File: config.mk
export PLATFORM = sky130hd
export DESIGN_NAME = can_tx_sched
export DESIGN_NICKNAME = d
export VERILOG_FILES = /design/src/rtl/can_tx_pkg.sv /design/src/rtl/can_tx_regs.sv /design/src/rtl/can_tx_arb.sv /design/src/rtl/can_tx_seq.sv /design/src/rtl/can_tx_sched.sv
export SDC_FILE = /design/constraint.sdc
export NUM_CORES = 2
export LEC_CHECK = 0
export BUFFER_PORTS_ARGS = -buffer_cell sky130_fd_sc_hd__clkbuf_2
export CORE_MARGIN = 4
export CORE_UTILIZATION = 39
export CTS_BUF_LIST = sky130_fd_sc_hd__clkbuf_4
export DETAILED_ROUTE_END_ITERATION = 8
export GPL_ROUTABILITY_DRIVEN = 0
export PLACE_DENSITY = 0.56
export SLEW_MARGIN = 20
export SYNTH_ARGS = -nofsm -noshare
export SYNTH_HDL_FRONTEND = slang
export SYNTH_SLANG_ARGS = --single-unit
File: constraint.sdc
create_clock -name clk -period 8.4 [get_ports clk]
set_input_delay 1.68 -clock clk [delete_from_list [all_inputs] [get_ports clk]]
set_output_delay 1.68 -clock clk [all_outputs]
set_load 0.05 [all_outputs]
File: src/rtl/can_tx_pkg.sv
package can_tx_pkg;

   localparam int PRIO_W      = 6;
   localparam int DLC_W       = 4;
   localparam int CW_PRIO_LSB = 8;
   localparam int CW_RTR_BIT  = 4;
   localparam int CW_DLC_LSB  = 0;
   localparam int CW_MIN_W    = CW_PRIO_LSB + PRIO_W;

   typedef enum logic [2:0] {
      RG_ENABLE    = 3'd0,
      RG_DIR       = 3'd1,
      RG_REQ_SET   = 3'd2,
      RG_REQ_CLR   = 3'd3,
      RG_DONE_ACK  = 3'd4,
      RG_ABORT_ACK = 3'd5
   } reg_sel_e;

   typedef enum logic {
      SQ_IDLE = 1'b0,
      SQ_BUSY = 1'b1
   } seq_state_e;

endpackage

File: src/rtl/can_tx_regs.sv
module can_tx_regs
   import can_tx_pkg::*;
#(
   parameter int NUM_MB = 32,
   parameter int DATA_W = 32,
   parameter int IDX_W  = $clog2(NUM_MB),
   parameter int ADDR_W = IDX_W + 1
) (
   input  logic                       clk,
   input  logic                       rst_n,
   input  logic                       reg_wr,
   input  logic [ADDR_W-1:0]          reg_addr,
   input  logic [DATA_W-1:0]          reg_wdata,
   output logic [DATA_W-1:0]          reg_rdata,
   input  logic                       busy,
   input  logic [IDX_W-1:0]           sel_idx,
   input  logic                       fin_valid,
   input  logic                       fin_ok,
   output logic [NUM_MB-1:0]          cand,
   output logic [NUM_MB*PRIO_W-1:0]   prio_flat,
   output logic [PRIO_W-1:0]          sel_prio,
   output logic                       sel_rtr,
   output logic [DLC_W-1:0]           sel_dlc
);

   localparam logic [NUM_MB-1:0] ONE_MB = {{(NUM_MB-1){1'b0}}, 1'b1};

   logic [NUM_MB-1:0]       en_q, dir_q, pend_q, dack_q, aack_q;
   logic [NUM_MB-1:0]       rtr_vec;
   logic [NUM_MB*DLC_W-1:0] dlc_flat;

   reg_sel_e          rsel;
   logic              vec_hit, cw_hit;
   logic [IDX_W-1:0]  ridx;
   logic [NUM_MB-1:0] wdata_mb;
   logic [NUM_MB-1:0] set_mask, clr_req, w1c_done, w1c_abort;
   logic [NUM_MB-1:0] inflight_mask, cancel_mask, fin_mask;

   assign rsel     = reg_sel_e'(reg_addr[2:0]);
   assign ridx     = reg_addr[IDX_W-1:0];
   assign cw_hit   = reg_wr && reg_addr[ADDR_W-1];
   assign vec_hit  = reg_wr && !reg_addr[ADDR_W-1] && (reg_addr[IDX_W-1:3] == '0);
   assign wdata_mb = reg_wdata[NUM_MB-1:0];

   assign set_mask  = (vec_hit && rsel == RG_REQ_SET)   ? wdata_mb : '0;
   assign clr_req   = (vec_hit && rsel == RG_REQ_CLR)   ? wdata_mb : '0;
   assign w1c_done  = (vec_hit && rsel == RG_DONE_ACK)  ? wdata_mb : '0;
   assign w1c_abort = (vec_hit && rsel == RG_ABORT_ACK) ? wdata_mb : '0;

   assign inflight_mask = busy ? (ONE_MB << sel_idx) : '0;
   assign cancel_mask   = clr_req & pend_q & ~inflight_mask;
   assign fin_mask      = fin_valid ? (ONE_MB << sel_idx) : '0;

   // A cancel that lands in the same cycle as a launch decision wins.
   assign cand = en_q & ~dir_q & pend_q & ~cancel_mask;

   always_ff @(posedge clk or negedge rst_n) begin
      if (!rst_n) begin
         en_q   <= '0;
         dir_q  <= '0;
         pend_q <= '0;
         dack_q <= '0;
         aack_q <= '0;
      end else begin
         if (vec_hit && rsel == RG_ENABLE) en_q  <= wdata_mb;
         if (vec_hit && rsel == RG_DIR)    dir_q <= wdata_mb;
         pend_q <= (pend_q & ~cancel_mask & ~fin_mask) | set_mask;
         dack_q <= (dack_q & ~w1c_done) | (fin_ok ? fin_mask : '0);
         aack_q <= (aack_q & ~w1c_abort) | cancel_mask | (fin_ok ? '0 : fin_mask);
      end
   end

   // Per-mailbox control word storage
   for (genvar k = 0; k < NUM_MB; k++) begin : g_mb
      logic [PRIO_W-1:0] prio_r;
      logic              rtr_r;
      logic [DLC_W-1:0]  dlc_r;
      logic              hit;

      assign hit = cw_hit && (ridx == IDX_W'(k));

      always_ff @(posedge clk or negedge rst_n) begin
         if (!rst_n) begin
            prio_r <= '0;
            rtr_r  <= 1'b0;
            dlc_r  <= '0;
         end else if (hit) begin
            prio_r <= reg_wdata[CW_PRIO_LSB +: PRIO_W];
            rtr_r  <= reg_wdata[CW_RTR_BIT];
            dlc_r  <= reg_wdata[CW_DLC_LSB +: DLC_W];
         end
      end

      assign prio_flat[k*PRIO_W +: PRIO_W] = prio_r;
      assign rtr_vec[k]                    = rtr_r;
      assign dlc_flat[k*DLC_W +: DLC_W]    = dlc_r;
   end

   assign sel_prio = prio_flat[sel_idx*PRIO_W +: PRIO_W];
   assign sel_rtr  = rtr_vec[sel_idx];
   assign sel_dlc  = dlc_flat[sel_idx*DLC_W +: DLC_W];

   always_comb begin
      reg_rdata = '0;
      if (reg_addr[ADDR_W-1]) begin
         reg_rdata[CW_PRIO_LSB +: PRIO_W] = prio_flat[ridx*PRIO_W +: PRIO_W];
         reg_rdata[CW_RTR_BIT]            = rtr_vec[ridx];
         reg_rdata[CW_DLC_LSB +: DLC_W]   = dlc_flat[ridx*DLC_W +: DLC_W];
      end else if (reg_addr[IDX_W-1:3] == '0) begin
         case (rsel)
            RG_ENABLE:    reg_rdata[NUM_MB-1:0] = en_q;
            RG_DIR:       reg_rdata[NUM_MB-1:0] = dir_q;
            RG_REQ_SET,
            RG_REQ_CLR:   reg_rdata[NUM_MB-1:0] = pend_q;
            RG_DONE_ACK:  reg_rdata[NUM_MB-1:0] = dack_q;
            RG_ABORT_ACK: reg_rdata[NUM_MB-1:0] = aack_q;
            default:      reg_rdata = '0;
         endcase
      end
   end

   // a set write always leaves its bits pending
   a_r2_set_lands: assert property (@(posedge clk) disable iff (!rst_n)
      (set_mask != '0) |=> ((pend_q & $past(set_mask)) == $past(set_mask)));

   // completion bits appear only on an engine done
   a_r6_done_source: assert property (@(posedge clk) disable iff (!rst_n)
      !(fin_valid && fin_ok) |=> ((dack_q & ~$past(dack_q)) == '0));

   // abort bits appear only on a cancel or an engine abort
   a_r7_abort_source: assert property (@(posedge clk) disable iff (!rst_n)
      (!(fin_valid && !fin_ok) && (clr_req == '0)) |=> ((aack_q & ~$past(aack_q)) == '0));

   // the mailbox in flight keeps its request until the engine finishes
   a_r9_inflight_pending: assert property (@(posedge clk) disable iff (!rst_n)
      busy |-> pend_q[sel_idx]);

endmodule

File: src/rtl/can_tx_arb.sv
module can_tx_arb
   import can_tx_pkg::*;
#(
   parameter int NUM_MB = 32,
   parameter int IDX_W  = $clog2(NUM_MB)
) (
   input  logic                     clk,
   input  logic                     rst_n,
   input  logic [NUM_MB-1:0]        cand,
   input  logic [NUM_MB*PRIO_W-1:0] prio_flat,
   output logic                     win_valid,
   output logic [IDX_W-1:0]         win_idx,
   output logic [PRIO_W-1:0]        win_prio
);

   localparam int NODES = 2 * NUM_MB;

   // Heap-ordered tournament tree: leaves at NUM_MB..2*NUM_MB-1 in mailbox
   // order, so the right child always covers the higher mailbox numbers.
   logic              nv [NODES];
   logic [PRIO_W-1:0] np [NODES];
   logic [IDX_W-1:0]  ni [NODES];

   always_comb begin
      nv[0] = 1'b0;
      np[0] = '0;
      ni[0] = '0;
      for (int k = 0; k < NUM_MB; k++) begin
         nv[NUM_MB+k] = cand[k];
         np[NUM_MB+k] = prio_flat[k*PRIO_W +: PRIO_W];
         ni[NUM_MB+k] = IDX_W'(k);
      end
      for (int i = NUM_MB - 1; i >= 1; i--) begin
         if (nv[2*i+1] && (!nv[2*i] || np[2*i+1] >= np[2*i])) begin
            nv[i] = nv[2*i+1];
            np[i] = np[2*i+1];
            ni[i] = ni[2*i+1];
         end else begin
            nv[i] = nv[2*i];
            np[i] = np[2*i];
            ni[i] = ni[2*i];
         end
      end
   end

   assign win_valid = nv[1];
   assign win_idx   = ni[1];
   assign win_prio  = np[1];

   // the winner is always a candidate
   a_r3_win_is_cand: assert property (@(posedge clk) disable iff (!rst_n)
      win_valid |-> cand[win_idx]);

   for (genvar k = 0; k < NUM_MB; k++) begin : g_chk
      // no candidate outranks the winner
      a_r4_no_higher: assert property (@(posedge clk) disable iff (!rst_n)
         cand[k] |-> (win_valid && prio_flat[k*PRIO_W +: PRIO_W] <= win_prio));
      // on equal priority the winner has the larger number
      a_r5_tie_high: assert property (@(posedge clk) disable iff (!rst_n)
         (cand[k] && prio_flat[k*PRIO_W +: PRIO_W] == win_prio) |-> (IDX_W'(k) <= win_idx));
   end

endmodule

File: src/rtl/can_tx_seq.sv
module can_tx_seq
   import can_tx_pkg::*;
#(
   parameter int NUM_MB = 32,
   parameter int IDX_W  = $clog2(NUM_MB)
) (
   input  logic             clk,
   input  logic             rst_n,
   input  logic             win_valid,
   input  logic [IDX_W-1:0] win_idx,
   input  logic             eng_done,
   input  logic             eng_abort,
   output logic             busy,
   output logic [IDX_W-1:0] sel_idx,
   output logic             tx_start,
   output logic             fin_valid,
   output logic             fin_ok
);

   seq_state_e       state_q;
   logic [IDX_W-1:0] sel_q;
   logic             start_q;

   assign busy      = (state_q == SQ_BUSY);
   assign fin_valid = busy && (eng_done || eng_abort);
   assign fin_ok    = busy && eng_done;
   assign sel_idx   = sel_q;
   assign tx_start  = start_q;

   always_ff @(posedge clk or negedge rst_n) begin
      if (!rst_n) begin
         state_q <= SQ_IDLE;
         sel_q   <= '0;
         start_q <= 1'b0;
      end else begin
         start_q <= 1'b0;
         case (state_q)
            SQ_IDLE: begin
               if (win_valid) begin
                  state_q <= SQ_BUSY;
                  sel_q   <= win_idx;
                  start_q <= 1'b1;
               end
            end
            SQ_BUSY: begin
               if (fin_valid) state_q <= SQ_IDLE;
            end
            default: state_q <= SQ_IDLE;
         endcase
      end
   end

   // the strobe is a single cycle and only appears while busy
   a_r9_single_pulse: assert property (@(posedge clk) disable iff (!rst_n)
      tx_start |=> !tx_start);
   a_r9_start_busy: assert property (@(posedge clk) disable iff (!rst_n)
      tx_start |-> busy);
   // selection frozen while in flight
   a_r9_frozen: assert property (@(posedge clk) disable iff (!rst_n)
      (busy && !fin_valid) |=> (busy && $stable(sel_q) && !tx_start));
   // nothing to send leaves index and strobe alone
   a_r10_hold_idle: assert property (@(posedge clk) disable iff (!rst_n)
      (!busy && !win_valid) |=> ($stable(sel_q) && !tx_start));

endmodule

File: src/rtl/can_tx_sched.sv
module can_tx_sched
   import can_tx_pkg::*;
#(
   parameter  int NUM_MB = 32,
   parameter  int DATA_W = 32,
   localparam int IDX_W  = $clog2(NUM_MB),
   localparam int ADDR_W = IDX_W + 1
) (
   input  logic              clk,
   input  logic              rst_n,
   input  logic              reg_wr,
   input  logic [ADDR_W-1:0] reg_addr,
   input  logic [DATA_W-1:0] reg_wdata,
   output logic [DATA_W-1:0] reg_rdata,
   input  logic              eng_done,
   input  logic              eng_abort,
   output logic              tx_start,
   output logic [IDX_W-1:0]  tx_mbox,
   output logic [PRIO_W-1:0] tx_prio,
   output logic              tx_rtr,
   output logic [DLC_W-1:0]  tx_dlc
);

   // Elaboration-time parameter checks
   if (NUM_MB < 16 || (NUM_MB & (NUM_MB - 1)) != 0) begin : g_bad_num_mb
      $error("can_tx_sched: NUM_MB must be a power of two of at least 16");
   end
   if (NUM_MB > DATA_W) begin : g_bad_data_w
      $error("can_tx_sched: DATA_W must hold one bit per mailbox");
   end
   if (DATA_W < CW_MIN_W) begin : g_bad_cw_w
      $error("can_tx_sched: DATA_W too narrow for the control word");
   end

   logic                     busy, fin_valid, fin_ok, win_valid;
   logic [IDX_W-1:0]         sel_idx, win_idx;
   logic [PRIO_W-1:0]        win_prio;
   logic [NUM_MB-1:0]        cand;
   logic [NUM_MB*PRIO_W-1:0] prio_flat;

   can_tx_regs #(
      .NUM_MB (NUM_MB),
      .DATA_W (DATA_W),
      .IDX_W  (IDX_W),
      .ADDR_W (ADDR_W)
   ) u_regs (
      .clk       (clk),
      .rst_n     (rst_n),
      .reg_wr    (reg_wr),
      .reg_addr  (reg_addr),
      .reg_wdata (reg_wdata),
      .reg_rdata (reg_rdata),
      .busy      (busy),
      .sel_idx   (sel_idx),
      .fin_valid (fin_valid),
      .fin_ok    (fin_ok),
      .cand      (cand),
      .prio_flat (prio_flat),
      .sel_prio  (tx_prio),
      .sel_rtr   (tx_rtr),
      .sel_dlc   (tx_dlc)
   );

   can_tx_arb #(
      .NUM_MB (NUM_MB),
      .IDX_W  (IDX_W)
   ) u_arb (
      .clk       (clk),
      .rst_n     (rst_n),
      .cand      (cand),
      .prio_flat (prio_flat),
      .win_valid (win_valid),
      .win_idx   (win_idx),
      .win_prio  (win_prio)
   );

   can_tx_seq #(
      .NUM_MB (NUM_MB),
      .IDX_W  (IDX_W)
   ) u_seq (
      .clk       (clk),
      .rst_n     (rst_n),
      .win_valid (win_valid),
      .win_idx   (win_idx),
      .eng_done  (eng_done),
      .eng_abort (eng_abort),
      .busy      (busy),
      .sel_idx   (sel_idx),
      .tx_start  (tx_start),
      .fin_valid (fin_valid),
      .fin_ok    (fin_ok)
   );

   assign tx_mbox = sel_idx;

   // an engine abort never counts as a completion
   a_r8_abort_not_done: assert property (@(posedge clk) disable iff (!rst_n)
      (fin_valid && !fin_ok) |-> !eng_done);

endmodule

Word level (Yosys, flattened, before mapping):

Index checks and enable logic that the tools add are counted.

* input port bits: 43
* bits in registers: 519
* memory bits (writable): 0
* bits in read-only memories: 0
* output and inout bits: 49
* latch bits: 0
* word-level logic and storage cells: 457
* memories: 0

* multiplexer cells: 114
* order comparisons: 33
* reduce and logical (&&, ||, !) cells: 143
* bitwise logic cells: 20
* shift-type cells: 5
* $mul: 2
* div/mod/pow operators: 0
* add/subtract/negate cells: 0
* eq/ne operators: 36

Operators by type and width (count)
* 192-bit by 9-bit variable part select with 6-bit output: 2
* 32-bit AND: 9
* 32-bit 2-to-1 mux: 9
* 128-bit by 8-bit variable part select with 4-bit output: 2
* 32-bit inverter: 6
* 6-bit >= comparator: 31
* 6-bit 2-to-1 mux: 31
* 32-bit case mux with 5 select lines: 1
* 32-bit OR: 4
* 5-bit equality test, second input constant: 16
* 1-bit logical AND: 74
* 1-bit 2-to-1 mux: 52
* 5-bit by 4-bit equality test with 1-bit output, second input constant: 8
* 1-bit logical NOT: 32
* 1-bit logical OR: 32
* 1-bit by 5-bit << shifter with 32-bit output, first input constant: 1
* 5-bit by 3-bit equality test with 1-bit output, second input constant: 4
* 18-bit 2-to-1 mux: 1
* 2-bit 2-to-1 mux: 8
* 3-bit 2-to-1 mux: 5
* 5-bit by 2-bit multiplier with 7-bit output, second input constant: 2
* 5-bit by 6-bit < comparator with 1-bit output, second input constant: 2
* 1-bit binary-select mux with 5-bit select: 2
* 5-bit by 2-bit equality test with 1-bit output, second input constant: 2
* 13 further kinds: 17

Longest topological paths before layout:

* depth in word-level cells: 31
* gate-level depth with buffers: 46
* mapped depth without buffers: 45

Cells and area by module:

From an unflattened synthesis, not the netlist that was laid out.

* cells, all modules: 3475
* area total of the unflattened synthesis: 36182.2 um^2

Modules (own cells, without submodules)
* can_tx_regs: times used 1, area each 28050.7 um^2, cells each 2410, seq. area each 12812.3 um^2
* can_tx_arb: times used 1, area each 7840.0 um^2, cells each 1047, seq. area each 0.0 um^2
* can_tx_seq: times used 1, area each 291.5 um^2, cells each 18, seq. area each 175.2 um^2

Worst setup path after synthesis:

Ideal clock, no wire load.

* path kind: input to register
* start point: in reg_addr[4]
* end point: reg u_seq.sel_q[1] (netlist: u_seq.sel_idx[1])
* library setup time: 80 ps
* stages on the path: 44
* arrival time: 10112 ps
* setup slack: -1792 ps
* buffers on the path: 3
* data required time: 8320 ps
* cell sequence: buf_4 > or4b_4 > nor2_8 > buf_12 > a31oi_1 > a31oi_2 > mux2i_1 > inv_1 > ha_1 > nand2b_1 > a211oi_1 > o21ai_0 > nor2_1 > clkbuf_1 > o21ai_0 > o31a_1 > inv_1 > ha_1 > (+8 left out) > nand2b_1 > a21o_1 > a21o_1 > a21o_1 > a21o_1 > a211oi_1 > nor2_4 > mux2i_1 > ha_1 > nand2b_1 > a21o_1 > a21o_1 > a21o_1 > a21o_1 > a211oi_2 > nor2_1 > or4_1 > o211ai_2

* cells in the longest elaborated chain, start to end: 29
* elaborated cells between the ends (all ways): 193
* those cells by class: 15 x order compare; 77 x mux; 4 x bitwise; 97 x reduce/logical

RTL lines
* start: declaration: RTL line can_tx_sched.sv:12 `input logic [ADDR_W-1:0] reg_addr,`
* 2-bit logical NOT *: RTL line can_tx_regs.sv:42 `assign vec_hit = reg_wr && !reg_addr[ADDR_W-1] && (reg_addr[IDX_W-1:3] == '0);`
* 1-bit logical AND *: RTL line can_tx_regs.sv:42
* 1-bit logical AND *: RTL line can_tx_regs.sv:46 `assign clr_req = (vec_hit && rsel == RG_REQ_CLR) ? wdata_mb : '0;`
* 32-bit 2-to-1 mux *: RTL line can_tx_regs.sv:46
* 32-bit AND * (2 in a row): RTL line can_tx_regs.sv:51 `assign cancel_mask = clr_req & pend_q & ~inflight_mask;`
* 32-bit inverter *: RTL line can_tx_regs.sv:55 `assign cand = en_q & ~dir_q & pend_q & ~cancel_mask;`
* 32-bit AND *: RTL line can_tx_regs.sv:55
* 1-bit logical NOT: RTL line can_tx_arb.sv:34 `if (nv[2*i+1] && (!nv[2*i] || np[2*i+1] >= np[2*i])) begin`
* (+12 left out)
* 1-bit logical OR: RTL line can_tx_arb.sv:34
* 1-bit logical AND: RTL line can_tx_arb.sv:34
* 6-bit 2-to-1 mux / 1-bit 2-to-1 mux (equally long branches): RTL line can_tx_arb.sv:34
* 6-bit >= comparator / 1-bit logical NOT (equally long branches): RTL line can_tx_arb.sv:34
* 1-bit logical OR: RTL line can_tx_arb.sv:34
* 1-bit logical AND: RTL line can_tx_arb.sv:34
* 1-bit 2-to-1 mux: RTL line can_tx_arb.sv:34
* 2-bit AND reduction (no source line)
* end signal: assignment: RTL line can_tx_seq.sv:41 `sel_q <= win_idx;`
* end: declaration: RTL line can_tx_seq.sv:21 `logic [IDX_W-1:0] sel_q;`

Every way passes the cells marked *; elsewhere a longest branch is shown, timed or not.
A chain may end at the register's enable or synchronous reset.

Final worst setup path:

* start point: in reg_wr
* end point: reg u_seq.sel_q[1] (netlist: u_seq.sel_idx[1])

* cells in the longest elaborated chain, start to end: 29
* elaborated cells between the ends (all ways): 193
* those cells by class: 15 x order compare; 77 x mux; 4 x bitwise; 97 x reduce/logical

RTL lines
* start: declaration: RTL line can_tx_sched.sv:11 `input logic reg_wr,`
* 1-bit logical AND * (2 in a row): RTL line can_tx_regs.sv:42
* 1-bit logical AND *: RTL line can_tx_regs.sv:46
* 32-bit 2-to-1 mux *: RTL line can_tx_regs.sv:46
* 32-bit AND * (2 in a row): RTL line can_tx_regs.sv:51
* 32-bit inverter *: RTL line can_tx_regs.sv:55
* 32-bit AND *: RTL line can_tx_regs.sv:55
* 1-bit logical NOT: RTL line can_tx_arb.sv:34
* 1-bit logical OR: RTL line can_tx_arb.sv:34
* (+11 left out)
* 1-bit logical OR: RTL line can_tx_arb.sv:34
* 1-bit logical AND: RTL line can_tx_arb.sv:34
* 6-bit 2-to-1 mux / 1-bit 2-to-1 mux (equally long branches): RTL line can_tx_arb.sv:34
* 6-bit >= comparator / 1-bit logical NOT (equally long branches): RTL line can_tx_arb.sv:34
* 1-bit logical OR: RTL line can_tx_arb.sv:34
* 1-bit logical AND: RTL line can_tx_arb.sv:34
* 1-bit 2-to-1 mux: RTL line can_tx_arb.sv:34
* 2-bit AND reduction (no source line)

Marked as above.

==> parameters.txt <==
Parameter                              Value

Run status
  Outcome    complete, but fails checks
  Failing checks    negative setup slack

Min path
  Kind of path behind the tightest hold check    reg2reg

GRT
  Global-route total usage across every layer    between 20 and 30%
  Global route overflow    0
  Via count of the first global-routing pass    between 20k and 30k
  Maximum number of pins on one net before global-route repair    ~180
  Global-route wire length before repair    between 150000 and 200000 µm
  Antenna violations before repair    3

Placed design
  Placed Instance Area    39500 µm²
  Port-buffer cells    91
  Post-DP HPWL    between 80000 and 90000 µm
  Pre-CTS worst setup slack    -1.88 ns

Finish
  Fillers    7970
  Area of the multi-input gates    21300 µm²
  Area taken by flip-flops and latches    13000 µm²
  Layout Nets    between 3k and 4k
  Fraction of final layout cells with drive strength greater than 1    a little under half
  Post-layout instance area    42800 µm²
  Area growth from synthesis to final layout    23.3%

Setup path
  Req. time, crit path    roughly 9.3 ns
  Critical Path Max Stage Delay    about 0.52 ns
  Worst Setup End Kind    register
  Slowest stage cell on the critical path    or4_4
  Arrival time of the worst setup path    between 9 and 10 ns
  Cell mode on critical path    a21o_1
  Crit start category    primary input
  Top fanout value on the critical path    16
  Category of the most critical setup path    in2reg

Power
  Areal power density over the cells    230 nW/µm²
  Lkg Pwr    19.5 nW
  VDD IR-drop max    approximately 0.33 mV

Clocking
  Total number of H-tree levels    4
  Clock latency of the later-clocked register in the worst-skew pair    1.04 ns
  Clock slew at the register clock pins of the worst setup and hold paths    around 0.060 ns
  CTS sink count    roughly 520
  TritonCTS Buffers    152
  Count of hold buffers inserted by post-cts repair    0
  Root Buffer    clkbuf_4
  TritonCTS clock tree    built
  Longest Clk Path Bufs    3

Synth
  Count leader, synth    dfrtp_1
  Instance count of the mapped netlist    slightly below 3k
  Mapped Nets    about 3.2k
  Cell type with the highest aggregate area in the netlist    dfrtp_1
  Async SR Flop Fraction    100%
  Number of enable flip-flop cells after synthesis    0
  Area of the mapped netlist    between 30000 and 40000 µm²
  Synth warnings    0
  Top area cells in the synthesized netlist    dfrtp_1 (37%), mux4_2 (15%), mux2_2 (14%)
  Post-synthesis sequential element count    slightly above 500
  Avg Cell Area, Syn    roughly 12 µm²
  Most instantiated cells after synthesis    dfrtp_1 (519), mux2_2 (435), nand2_1 (278), mux4_2 (231), ha_1 (186)
  Most used DFF post-synth    dfrtp_1
  Yosys cell types    86
  Top-area cell type share of the netlist area    between 30% and 40%
  Sequential share of the synthesized area    between 30% and 40%

STA
  Maximum clock frequency    roughly 0.11 GHz
  Number of hold violations in the final report    0
  Final Max Slew Viols    0
  RSZ-0062 raised after global routing    yes
  Setup total negative slack    -2.18 ns
  Share of the cycle needed by the critical path after routing    107%
  Number of failing setup endpoints in the final timing report    5
  Final min period    ~9.0 ns
  Transition at the pin with the smallest max-transition slack    approximately 1.3 ns
  Min setup slack post-route    -0.623 ns
  Max Clock Skew    roughly 0.055 ns
  Slew margin rel.    between 10% and 20%

Die
  Starting Density    ~39%
  Die Footprint    about 94000 µm²
  Top-level I/O count    92
  Die boundary width    307 µm
  Standard-cell rows    ~110
  Height of the die    between 300 and 400 µm
  Placeable core region    just under 90000 µm²

Detailed routing
  Drt first-iter violations    between 2k and 3k
  Length of the first detailed-routing pass in iterations    9
  DRT Wirelength    about 130000 µm
  Drt wl/cell    26.8 µm
  Number of routed nets with antenna violations    0
  Average via count per standard cell    6.04
  Via count    just under 30k
  Remaining DRCs    0

Flow run
  MaxCap Viol Count    0
-- state kept, by name, summed over array words and instances, names as in the netlist --
signal              flops
u_regs.g_mb.prio_r    192
u_regs.g_mb.dlc_r     128
u_regs.aack_q          32
u_regs.dack_q          32
u_regs.dir_q           32
u_regs.en_q            32
u_regs.g_mb.rtr_r      32
u_regs.pend_q          32
u_seq.sel_idx           5
u_seq.busy              1
u_seq.tx_start          1
-- placed cells by master (no fill, tap or decap), drive strengths merged, types with 16 or more instances in the layout --
cell     count
a211oi      16
a21o        38
a21oi       46
a221o       17
a222oi      22
a22o        42
a31oi       22
a32o        21
buf        516
clkbuf     305
clkinv      33
dfrtp      519
ha         186
inv        160
mux2       435
mux2i      123
mux4       231
nand2      278
nand2b      28
nand3       54
nand3b      23
nor2       128
nor3        18
o2111ai     27
o211ai      20
o21a        29
o21ai      118
-- path summary, 6_finish.rpt --
path / start / endpoint / slack, ns / cells past startpoint
hold / removal: u_regs.aack_q[11] / u_regs.aack_q[11] / 0.48 / 2
hold reg to reg: u_regs.aack_q[11] / u_regs.aack_q[11] / 0.48 / 2
min in group asynchronous: rst_n / u_regs.pend_q[6] / 0.70 / 1
setup reg to reg: u_seq.sel_idx[2] / u_seq.sel_idx[1] / -0.47 / 43
max in group asynchronous: rst_n / u_regs.g_mb[22].rtr_r / 6.19 / 2
setup / recovery: reg_wr / u_seq.sel_idx[1] / -0.62 / 46
-- report_power, final --
part	leakage (nW)	internal, mW	total (mW)	switching (mW)
clock network	1.14	1.29	2.46	1.17
logic	11.6	1.95	4.09	2.14
registers	6.77	2.90	3.28	0.382
-- worst max-delay path: cells and delay by family --
| kind | cells | cell delay (ns) |
|---|---|---|
| AO/OA/AOI/OAI | 20 | 2.94 |
| adder cells (fa/ha/maj) | 4 | 1.08 |
| buffers and inverters | 7 | 1.08 |
| multiplexers | 3 | 0.93 |
| AND/OR/NAND/NOR | 12 | 2.20 |
-- cell families after synthesis --
| family | Yosys count | share of synthesized area, % |
|---|---|---|
| muxes | 789 | 32.6 |
| DFF | 519 | 37.4 |
| buffers and inverters | 386 | 4.36 |
| adders and majority gates | 186 | 6.70 |
| and+or+nand+nor | 609 | 8.50 |
| AOI/OAI and AO/OA | 485 | 10.5 |
-- layout make-up --
cell class,instances,share of cell area [%]
Timing Repair Buffer,603,10.7
Clock inverter,44,0.680
Antenna cell,1,0.00584
Multi-Input combinational cell,2069,49.6
Inverter,157,1.38
Clock buffer,219,3.84
Sequential cell,519,30.3
Tap cell,1165,3.40
-- per-stage QoR --
step,power (mW),instances,util [%],hold slack (ns)
global placement,7.04,4429,44.7,0.455
global route,10.3,4777,48.5,0.516
detailed placement,7.14,4429,44.7,0.469
finish,9.83,4777,48.5,0.481
CTS,9.76,4753,47.8,0.482
floorplan,5.59,2974,-,0.442
-- metal layers --
layer / GRT usage [%] / share of wire, % / vias to the layer above
met2: 41.4 / 45 / 1384
met5: 0 / 0.0078 / -
met1: 36.2 / 42 / 14800
li1: - / - / 12400
met4: 12.6 / 4.8 / 2
met3: 6.78 / 8.4 / 339
-- what timing repair did --
item | CTS | global route
gates resized for setup | 61 | 75
endpoints found under the setup margin | 5 | 5
gates cloned | 2 | 0
pin swaps | 29 | 39
buffers inserted | 64 | 29
No activity file was read; power rests on OpenSTA's default activity.
